[src/rtl/mb_pkg.sv]
package mb_pkg;

  typedef enum logic [1:0] {
    ST_IDLE  = 2'd0,
    ST_BUSY  = 2'd1,
    ST_CLOSE = 2'd2
  } mbState_t;

  // control -> datapath strobes
  typedef struct packed {
    logic fieldWr;  // host write to a staging field
    logic opLoad;   // nonzero opcode accepted
    logic resLoad;  // capture executor completion
    logic opClear;  // return opcode to zero
    logic bufHost;  // host owns buffer port
    logic bufEx;    // executor owns buffer port
  } mbStrobe_t;

  localparam logic [3:0] OFF_OPC   = 4'h0;
  localparam logic [3:0] OFF_SIZE0 = 4'h2;
  localparam logic [3:0] OFF_SIZE1 = 4'h3;
  localparam logic [3:0] OFF_ADDR0 = 4'h4;
  localparam logic [3:0] OFF_ADDR1 = 4'h5;
  localparam logic [3:0] OFF_ADDR2 = 4'h6;
  localparam logic [3:0] OFF_ADDR3 = 4'h7;
  localparam logic [3:0] OFF_RES   = 4'h8;
  localparam logic [3:0] OFF_ERR0  = 4'h9;
  localparam logic [3:0] OFF_ERR1  = 4'hA;
  localparam logic [3:0] OFF_ERR2  = 4'hB;
  localparam logic [3:0] OFF_ERR3  = 4'hC;
  localparam logic [3:0] OFF_PEND  = 4'hD;

endpackage

[src/rtl/mb_payload_ram.sv]
module mb_payload_ram #(
  parameter int AW = 8
) (
  input  logic          clk,
  input  logic          en,
  input  logic          we,
  input  logic [AW-1:0] addr,
  input  logic [7:0]    wdata,
  output logic [7:0]    rdata
);
  localparam int DEPTH = 1 << AW;

  logic [7:0] mem [DEPTH];

  always_ff @(posedge clk) begin
    if (en) begin
      if (we) mem[addr] <= wdata;
      else    rdata     <= mem[addr];
    end
  end
endmodule

[src/rtl/mb_ctrl.sv]
module mb_ctrl
  import mb_pkg::*;
(
  input  logic       clk,
  input  logic       rstN,
  input  logic       hostEn,
  input  logic       hostWe,
  input  logic       hostPay,
  input  logic [3:0] hostOff,
  input  logic [7:0] hostWdata,
  input  logic       exDone,
  input  logic       exBufEn,
  output mbStrobe_t  strb,
  output logic       pending,
  output logic       cmdValid
);
  mbState_t state, stateNxt;
  logic idle, hostWrReg;

  always_comb begin
    idle      = (state == ST_IDLE);
    hostWrReg = hostEn & hostWe & ~hostPay;

    strb.opLoad  = idle & hostWrReg & (hostOff == OFF_OPC) & (|hostWdata);
    strb.fieldWr = idle & hostWrReg & (hostOff != OFF_OPC);
    strb.resLoad = (state == ST_BUSY) & exDone;
    strb.opClear = (state == ST_CLOSE);
    strb.bufEx   = ~idle & exBufEn;
    strb.bufHost = ~strb.bufEx & hostEn & hostPay & (~hostWe | idle);

    stateNxt = state;
    unique case (state)
      ST_IDLE:  if (strb.opLoad)  stateNxt = ST_BUSY;
      ST_BUSY:  if (strb.resLoad) stateNxt = ST_CLOSE;
      ST_CLOSE: stateNxt = ST_IDLE;
      default:  stateNxt = ST_IDLE;
    endcase
  end

  always_ff @(posedge clk) begin
    if (!rstN) state <= ST_IDLE;
    else       state <= stateNxt;
  end

  assign pending  = ~idle;
  assign cmdValid = (state == ST_BUSY);
endmodule

[src/rtl/mb_datapath.sv]
module mb_datapath
  import mb_pkg::*;
#(
  parameter int         PAY_AW     = 8,
  parameter logic [7:0] READY_CODE = 8'h5A,
  parameter logic [7:0] ERR_CODE   = 8'h84
) (
  input  logic              clk,
  input  logic              rstN,
  input  mbStrobe_t         strb,
  input  logic              pending,
  input  logic              hostEn,
  input  logic              hostWe,
  input  logic              hostPay,
  input  logic [3:0]        hostOff,
  input  logic [PAY_AW-1:0] hostBufAddr,
  input  logic [7:0]        hostWdata,
  output logic [7:0]        hostRdata,
  input  logic [7:0]        exResult,
  input  logic [31:0]       exError,
  input  logic              exBufWe,
  input  logic [PAY_AW-1:0] exBufAddr,
  input  logic [7:0]        exBufWdata,
  output logic [7:0]        exBufRdata,
  output logic [7:0]        opcodeQ,
  output logic [15:0]       sizeQ,
  output logic [31:0]       addrQ,
  output logic [7:0]        resultQ,
  output logic [31:0]       errorQ
);
  logic [7:0]        regByte, rdReg, ramQ, ramWdata;
  logic              rdIsPay, rdGrant, ramEn, ramWe;
  logic [PAY_AW-1:0] ramAddr;

  // staging fields, opcode, completion fields
  always_ff @(posedge clk) begin
    if (!rstN) begin
      opcodeQ <= '0;
      sizeQ   <= '0;
      addrQ   <= '0;
      resultQ <= READY_CODE;
      errorQ  <= '0;
    end else begin
      if (strb.opLoad)       opcodeQ <= hostWdata;
      else if (strb.opClear) opcodeQ <= '0;
      if (strb.fieldWr) begin
        case (hostOff)
          OFF_SIZE0: sizeQ[7:0]   <= hostWdata;
          OFF_SIZE1: sizeQ[15:8]  <= hostWdata;
          OFF_ADDR0: addrQ[7:0]   <= hostWdata;
          OFF_ADDR1: addrQ[15:8]  <= hostWdata;
          OFF_ADDR2: addrQ[23:16] <= hostWdata;
          OFF_ADDR3: addrQ[31:24] <= hostWdata;
          default: ;
        endcase
      end
      if (strb.resLoad) begin
        resultQ <= exResult;
        errorQ  <= (exResult == ERR_CODE) ? exError : '0;
      end
    end
  end

  always_comb begin
    case (hostOff)
      OFF_OPC:   regByte = opcodeQ;
      OFF_SIZE0: regByte = sizeQ[7:0];
      OFF_SIZE1: regByte = sizeQ[15:8];
      OFF_ADDR0: regByte = addrQ[7:0];
      OFF_ADDR1: regByte = addrQ[15:8];
      OFF_ADDR2: regByte = addrQ[23:16];
      OFF_ADDR3: regByte = addrQ[31:24];
      OFF_RES:   regByte = resultQ;
      OFF_ERR0:  regByte = errorQ[7:0];
      OFF_ERR1:  regByte = errorQ[15:8];
      OFF_ERR2:  regByte = errorQ[23:16];
      OFF_ERR3:  regByte = errorQ[31:24];
      OFF_PEND:  regByte = {7'd0, pending};
      default:   regByte = 8'h00;
    endcase
  end

  // buffer port arbitration
  always_comb begin
    ramEn    = strb.bufEx | strb.bufHost;
    ramWe    = strb.bufEx ? exBufWe    : hostWe;
    ramAddr  = strb.bufEx ? exBufAddr  : hostBufAddr;
    ramWdata = strb.bufEx ? exBufWdata : hostWdata;
  end

  mb_payload_ram #(.AW(PAY_AW)) u_ram (
    .clk   (clk),
    .en    (ramEn),
    .we    (ramWe),
    .addr  (ramAddr),
    .wdata (ramWdata),
    .rdata (ramQ)
  );

  always_ff @(posedge clk) begin
    if (!rstN) begin
      rdIsPay <= 1'b0;
      rdGrant <= 1'b0;
      rdReg   <= '0;
    end else if (hostEn && !hostWe) begin
      rdIsPay <= hostPay;
      rdGrant <= strb.bufHost;
      if (!hostPay) rdReg <= regByte;
    end
  end

  assign hostRdata  = rdIsPay ? (rdGrant ? ramQ : 8'h00) : rdReg;
  assign exBufRdata = ramQ;
endmodule

[src/rtl/cmd_mailbox.sv]
module cmd_mailbox
  import mb_pkg::*;
#(
  parameter int         PAY_AW     = 8,
  parameter logic [7:0] READY_CODE = 8'h5A,
  parameter logic [7:0] ERR_CODE   = 8'h84
) (
  input  logic              clk,
  input  logic              rstN,
  input  logic              hostEn,
  input  logic              hostWe,
  input  logic [PAY_AW:0]   hostAddr,
  input  logic [7:0]        hostWdata,
  output logic [7:0]        hostRdata,
  output logic              cmdValid,
  output logic [7:0]        cmdOpcode,
  output logic [15:0]       cmdSize,
  output logic [31:0]       cmdAddr,
  input  logic              exDone,
  input  logic [7:0]        exResult,
  input  logic [31:0]       exError,
  input  logic              exBufEn,
  input  logic              exBufWe,
  input  logic [PAY_AW-1:0] exBufAddr,
  input  logic [7:0]        exBufWdata,
  output logic [7:0]        exBufRdata
);
  mbStrobe_t   strb;
  logic        pending, hostPay;
  logic [3:0]  hostOff;
  logic [7:0]  resultQ;
  logic [31:0] errorQ;

  assign hostPay = hostAddr[PAY_AW];
  assign hostOff = hostAddr[3:0];

  mb_ctrl u_ctrl (
    .clk       (clk),
    .rstN      (rstN),
    .hostEn    (hostEn),
    .hostWe    (hostWe),
    .hostPay   (hostPay),
    .hostOff   (hostOff),
    .hostWdata (hostWdata),
    .exDone    (exDone),
    .exBufEn   (exBufEn),
    .strb      (strb),
    .pending   (pending),
    .cmdValid  (cmdValid)
  );

  mb_datapath #(
    .PAY_AW     (PAY_AW),
    .READY_CODE (READY_CODE),
    .ERR_CODE   (ERR_CODE)
  ) u_dp (
    .clk         (clk),
    .rstN        (rstN),
    .strb        (strb),
    .pending     (pending),
    .hostEn      (hostEn),
    .hostWe      (hostWe),
    .hostPay     (hostPay),
    .hostOff     (hostOff),
    .hostBufAddr (hostAddr[PAY_AW-1:0]),
    .hostWdata   (hostWdata),
    .hostRdata   (hostRdata),
    .exResult    (exResult),
    .exError     (exError),
    .exBufWe     (exBufWe),
    .exBufAddr   (exBufAddr),
    .exBufWdata  (exBufWdata),
    .exBufRdata  (exBufRdata),
    .opcodeQ     (cmdOpcode),
    .sizeQ       (cmdSize),
    .addrQ       (cmdAddr),
    .resultQ     (resultQ),
    .errorQ      (errorQ)
  );
endmodule

[config.mk]
export PLATFORM = sky130hd
export DESIGN_NAME = cmd_mailbox
export DESIGN_NICKNAME = d
export VERILOG_FILES = /design/src/rtl/mb_pkg.sv /design/src/rtl/mb_payload_ram.sv /design/src/rtl/mb_ctrl.sv /design/src/rtl/mb_datapath.sv /design/src/rtl/cmd_mailbox.sv
export SDC_FILE = /design/constraint.sdc
export NUM_CORES = 2
export LEC_CHECK = 0
export BUFFER_PORTS_ARGS = -buffer_cell sky130_fd_sc_hd__buf_4
export CAP_MARGIN = 20
export CORE_MARGIN = 1
export CORE_UTILIZATION = 30
export CTS_BUF_LIST = sky130_fd_sc_hd__clkbuf_8
export CTS_CLUSTER_SIZE = 20
export DETAILED_ROUTE_END_ITERATION = 7
export MAX_ROUTING_LAYER = met4
export PLACE_DENSITY = 0.43
export SETUP_SLACK_MARGIN = 0.1
export SYNTH_ARGS = -nofsm -noshare
export SYNTH_HDL_FRONTEND = slang
export SYNTH_SLANG_ARGS = --single-unit
[constraint.sdc]
create_clock -name clk -period 16.4 [get_ports clk]
set_clock_uncertainty 0.05 [all_clocks]
set_input_delay 0.82 -clock clk [delete_from_list [all_inputs] [get_ports clk]]
set_output_delay 0.82 -clock clk [all_outputs]
set_load 0.01 [all_outputs]
### After elaboration in Yosys (flattened, before gate mapping)

Memory sizes are Yosys's and may differ from the RTL's. A register that Yosys moved wholly into a read port is not among the register bits.
Cells that the tools add are included.

* bitwise gates (word level): 18
* muxes and demuxes: 15
* eq/ne operators: 17
* add/subtract/negate cells: 0
* divide/modulo/power cells: 0
* shift operators: 0
* reduce and logical (&&, ||, !) cells: 16
* order comparisons: 0
* multipliers: 0

Operator list (count)
* 8-bit one-hot mux with 13 select lines: 1
* 8-bit 2-to-1 mux: 6
* 32-bit 2-to-1 mux: 1
* 4-bit equality test (second input constant): 6
* 2-bit AND reduction: 9
* 4-bit by 3-bit equality test with 1-bit output (second input constant): 4
* 1-bit bitwise AND: 11
* 4-bit by 2-bit equality test with 1-bit output (second input constant): 2
* 8-bit equality test (second input constant): 1
* 8-bit OR reduction: 1
* 1-bit inverter: 5
* 4-bit zero test: 1
* 1-bit 2-to-1 mux: 4
* 2-bit 2-to-1 mux: 2
* 2-bit one-hot mux with 2 select lines: 1
* 4-bit nonzero test: 1
* 2-bit by 1-bit equality test with 1-bit output (second input constant): 1
* 2-bit equality test (second input constant): 1
* 2-bit zero test: 1
* 2-bit by 1-bit != test with 1-bit output (second input constant): 1
* 2-bit != test (second input constant): 1
* 1-bit OR: 2
* 2-bit nonzero test: 1
* 1-bit logical AND: 1
* 1-bit zero test: 1

* register bits after elaboration: 108
* bits in writable memories: 2048
* bits in latches: 0
* logic and storage cells: 80
* ROM bits: 0
* output and inout port bits: 73
* bits of input ports: 80
* memories kept: 1

Memory list
* u_dp.u_ram.mem: words 256, width 8, rd ports 1, clocked after memory_dff 1, write ports 1, RTL line mb_payload_ram.sv:13 `logic [7:0] mem [DEPTH];`

### Logic depth before layout (Yosys ltp)

* depth in word-level cells: 10
* gate-level depth with buffers: 13
* depth with buffers taken out: 8

### Hierarchy

From an unflattened synthesis, not the netlist that was laid out.

* cells, all modules: 4138
* area, all modules: 83964.3 um^2

By module, submodules not included
* mb_payload_ram: area an instance 78376.4 um^2, cells each 3526, sequential area each 61739.2 um^2, instances 1
* mb_datapath: area an instance 5398.9 um^2, cells each 590, sequential area each 2122.0 um^2, instances 1
* mb_ctrl: area an instance 188.9 um^2, cells each 22, sequential area each 40.0 um^2, instances 1

### Least setup slack after synthesis

No wires, ideal clock.

* path kind: input -> register
* start: in exBufEn
* end: mem u_dp.u_ram.mem[0][0] (data pin)
* arrival time: 4.576 ns
* required time: 15.527 ns
* buffers on the path: 2
* setup slack: 10.952 ns
* stages: 5
* library setup time: 0.823 ns
* path through: o21a_1 -> buf_4 -> buf_1 -> nand2_1 -> nand2_1

* word-level cells in the longest chain between the ends: 2

RTL lines
* from (decl): RTL line cmd_mailbox.sv:22 `input logic exBufEn,`
* 1-bit bitwise AND: RTL line mb_ctrl.sv:28 `strb.bufEx = ~idle & exBufEn;`
* 8-bit 2-to-1 mux: RTL line mb_datapath.sv:88 `ramWdata = strb.bufEx ? exBufWdata : hostWdata;`
* net u_dp.ramWdata[0]: RTL line mb_datapath.sv:31 `logic [7:0] regByte, rdReg, ramQ, ramWdata;`
* to (decl): RTL line mb_payload_ram.sv:13

The timed path passes the listed nets, and every way through them passes these cells.

### Worst setup path after layout

* start: reg u_ctrl.state[1]
* end: reg u_dp.u_ram.rdata[4], read port of u_dp.u_ram.mem (data pin)

* word-level cells in the longest chain between the ends: 9
* elaborated cells between the ends (all ways): 13
* classes of those cells: mux: 2; bitwise: 9; reduce/logical: 2

RTL lines
* from (decl): RTL line mb_ctrl.sv:17 `mbState_t state, stateNxt;`
* from (signal assigned): RTL line mb_ctrl.sv:42 `else state <= stateNxt;`
* 2-bit zero test *: RTL line mb_ctrl.sv:21 `idle = (state == ST_IDLE);`
* 1-bit inverter: RTL line mb_ctrl.sv:28
* 1-bit bitwise AND: RTL line mb_ctrl.sv:28
* 1-bit inverter: RTL line mb_ctrl.sv:29 `strb.bufHost = ~strb.bufEx & hostEn & hostPay & (~hostWe | idle);`
* 1-bit bitwise AND (3 in series): RTL line mb_ctrl.sv:29
* 1-bit OR: RTL line mb_datapath.sv:85 `ramEn = strb.bufEx | strb.bufHost;`
* 2-bit AND reduction (no line)
* to (decl): RTL line mb_payload_ram.sv:9 `output logic [7:0] rdata`

Mark *: on every way between the ends. The rest lies on a longest branch, timed or not.
A chain may end at the register's enable or synchronous reset.

==> impl_metrics.toml <==
[sta]
finalCritPeriodShare_pct = 38.02
maxSlewHeadroom_pct = 18.98
finalHoldViolCount = 0
tightest_slew_ns = 1.211
min_period_ns = 6.235
setup_tns_ns = 0
fmax_mhz = 160.4
setup_viol = 0
rsz0062_at_grt = "no"
finalMaxSlewViolations = 0

[grt]
track_usage_pct = 19.96
grt_first_pass_wirelength_um = 405700
antenna_found_initial = 24
grt_pass1_vias = 54470
grt_max_degree = 144
globalRouteOverflowTotal = 0

[synthesis]
avgSynthCellArea_um2 = 13.07
async_reset_ff_share_pct = 0
synth_mux_area_share_pct = 1.937
synth-compound-area-share_pct = 10.29
synthAdderAreaFrac_pct = 0
yosys_most_used_dff = "edfxtp_1"
seq_area_frac_synth_pct = 74.27
synthXorXnorAreaFrac_pct = 0
yosys_warnings = 0
yosysUniqueCellTypes = 59
synth_top_family_by_area = "simple AND/OR/NAND/NOR gates"
syn-instance-count = 6584
synth_fp_nets = 6664
synth-seq-cells = 2164
netlist_area_um2 = 86040
synth-edff-count = 2056
synth-simple-area-share_pct = 11.28

[final_layout]
syn2layout_area_growth_pct = 14.54
nets = 6938
fin_area_um2 = 98550
drive_gt1_share_pct = 11.14

[route]
num_vias = 55730
drt_iter0_markers = 5383
drc = 0
drtPass1Iterations = 5
routed_wire_length_per_instance_um = 26.21
wl_um = 285300
drtAntennaViolNets = 0
vias_per_cell = 5.120

[clock_tree]
htreeDepth = 5
ctsRootBufferMaster = "clkbuf_8"
ctsLongestPathBuffers = 4
path_clk_slew_ns = 0.07
cts.sinks = 2164
cts_buffers = 394
post_cts_buffers = 0
clk_latency_ns = 1.09
cts_tree = "done"

[floorplanning]
core_um2 = 285200
boundaryPins = 153
row_count = 196
die-width_um = 537.5
die_area_um2 = 289000
start_util_pct = 30.17
die_h_um = 537.5

[setup_path]
path_cells = "o21ai_4 > buf_4 > a21oi_4 > buf_4 > buf_4 > buf_4 > buf_4 > mux2i_1 > a221oi_1 > a21oi_1 > a22oi_1 > nor4_1 > buf_4 > mux2i_1"
crit_arrival_ns = 6.99
crit_path_end_kind = "register"
start_kind = "register"
critical-path-max-stage-delay_ns = 0.83
cpMaxStageDelayCell = "nor4_1"
path_class = "register to register"
cp.depth = 14
critPathTopFamily = "buffers and inverters"
cp.required_ns = 17.16
worst_r2r_path_depth = 14
crit_path_frequent_cell = "buf_4"
path_buf_inv = 6
cp_max_fo = 55

[placed_design]
globalplace.congestion = 0.8229
dpl_cell_area_um2 = 91310
port_buffers = 152
post-dp-hpwl_um = 168100

[worst_hold_path]
min_delay_path_depth = 3
hp-class = "input pin to register"

[power]
p_leak_nw = 32.52
ir_drop_mv = 0.09705
power_density_nw_per_um2 = 114.9

[outcome]
outcome = "finished clean"

[flow_run]
cap_violations = 0
sequential cells by signal, summed over array words and instances (netlist names), 2 cells and up:
| register | flops |
|---|---|
| u_dp.sizeQ | 16 |
| u_dp.resultQ | 8 |
| u_dp.addrQ | 32 |
| u_ctrl.state | 2 |
| u_dp.rdReg | 8 |
| u_dp.opcodeQ | 8 |
| u_dp.u_ram.rdata | 8 |
| u_dp.errorQ | 32 |
| u_dp.u_ram.mem | 2048 |
cell usage after synthesis (all sizes together) (2+ instances only):
cell type | count | area [µm²]
and2 | 5 | 31.28
nand2b | 2 | 12.51
clkbuf | 267 | 1002
nor4b | 2 | 17.52
o211ai | 5 | 52.55
a22o | 5 | 43.79
o22ai | 4 | 25.02
nand2 | 1722 | 6464
o21a | 3 | 22.52
inv | 11 | 41.29
nor2 | 314 | 1191
a211oi | 2 | 27.53
clkinv | 2 | 7.510
a21boi | 14 | 105.1
nand3 | 228 | 1141
dfxtp | 108 | 2162
and3 | 5 | 31.28
a21oi | 676 | 3395
nor3b | 3 | 22.52
a22oi | 205 | 1539
a31oi | 184 | 1151
nor3 | 8 | 50.05
mux4 | 3 | 67.56
a221oi | 107 | 937.2
mux2 | 14 | 161.4
edfxtp | 2056 | 61740
nor2b | 95 | 594.3
nand3b | 2 | 15.01
o21ai | 28 | 155.2
buf | 184 | 863.3
a32oi | 147 | 1287
a32o | 2 | 20.02
mux2i | 140 | 1438
nor4 | 17 | 106.4
o211a | 3 | 30.03
a21o | 2 | 15.01
area by class of cell:
cell class	count	area [µm²]
flip-flops and latches	2164	63900
repair buffers	329	2706
diodes	12	30.03
inverters	13	48.80
well taps	3762	4707
multi-input cells	3956	20440
clock inverters	244	1141
fillers	27910	186700
clock buffers	405	5574
final timing paths:
check	startpoint	slack, ns	end
max	u_ctrl.state[1]$_SDFFE_PN0P_	10.17	u_dp.u_ram.rdata[4]$_DFFE_PP_
min	hostWdata[0]	0.12	u_dp.sizeQ[0]$_SDFFE_PN0P_
max reg2reg	u_ctrl.state[1]$_SDFFE_PN0P_	10.17	u_dp.u_ram.rdata[4]$_DFFE_PP_
min reg2reg	u_dp.rdReg[6]$_SDFFE_PN0P_	0.40	u_dp.rdReg[6]$_SDFFE_PN0P_
cells in the final DEF, fill, tap and decap left out, types with 18 or more instances in the layout:
| cell type | netlist | routed |
|---|---|---|
| mux2i_1 | 135 | 133 |
| clkbuf_8 | 0 | 405 |
| a22oi_1 | 205 | 205 |
| nand2_2 | 0 | 18 |
| buf_4 | 5 | 265 |
| nor2b_1 | 95 | 95 |
| dlygate4sd3_1 | 0 | 47 |
| inv_1 | 11 | 143 |
| nand2_1 | 1722 | 1696 |
| o21ai_0 | 26 | 26 |
| clkinv_1 | 2 | 83 |
| a32oi_1 | 147 | 147 |
| nor2_1 | 309 | 307 |
| a21oi_1 | 673 | 672 |
| a221oi_1 | 107 | 107 |
| edfxtp_1 | 2056 | 2056 |
| dfxtp_1 | 108 | 108 |
| a31oi_1 | 184 | 183 |
| nand3_1 | 228 | 228 |
through the flow:
stage	power, W	util [%]	setup slack (ns)	hold slack [ns]	std cells
after detailed placement	0.006869	32.02	9.668	0.3930	10170
final	0.01132	34.55	10.17	0.1232	10890
after global placement	0.006866	31.99	9.309	0.3907	10170
after CTS	0.01145	34.53	10.10	0.007807	10870
after global routing	0.01172	34.55	9.797	0.05354	10880
after floorplan	0.006570	-	10.95	0.3750	6584
report_power, final:
| part | internal (W) | leakage [nW] | switching (W) |
|---|---|---|---|
| clock network | 0.00235 | 3.91 | 0.00221 |
| registers | 0.00606 | 19.3 | 0.00000647 |
| logic | 0.000167 | 9.26 | 0.000528 |
metal layers:
layer	vias up	part of all wire, %	global-route usage [%]
li1	25040	-	-
met1	28340	45	26.92
met2	1955	46	30.30
met3	399	7.2	4.168
met4	0	2.4	5.597
met5	-	0	-
worst min-delay path: cells and delay by family:
family        cells  cell delay [ns]
buf+inv           1             0.16
simple gates      1             0.10
mux               1             0.09
cell families after synthesis:
logic type	count (synthesis)
simple gates	2407
compound gates	1392
buf+inv	464
mux	157
flops	2164
repair_timing:
item	in CTS	in global routing
hold endpoints to repair	67	0
gates resized for setup	0	0
hold buffers	47	0
(Power assumes the default switching activity.)
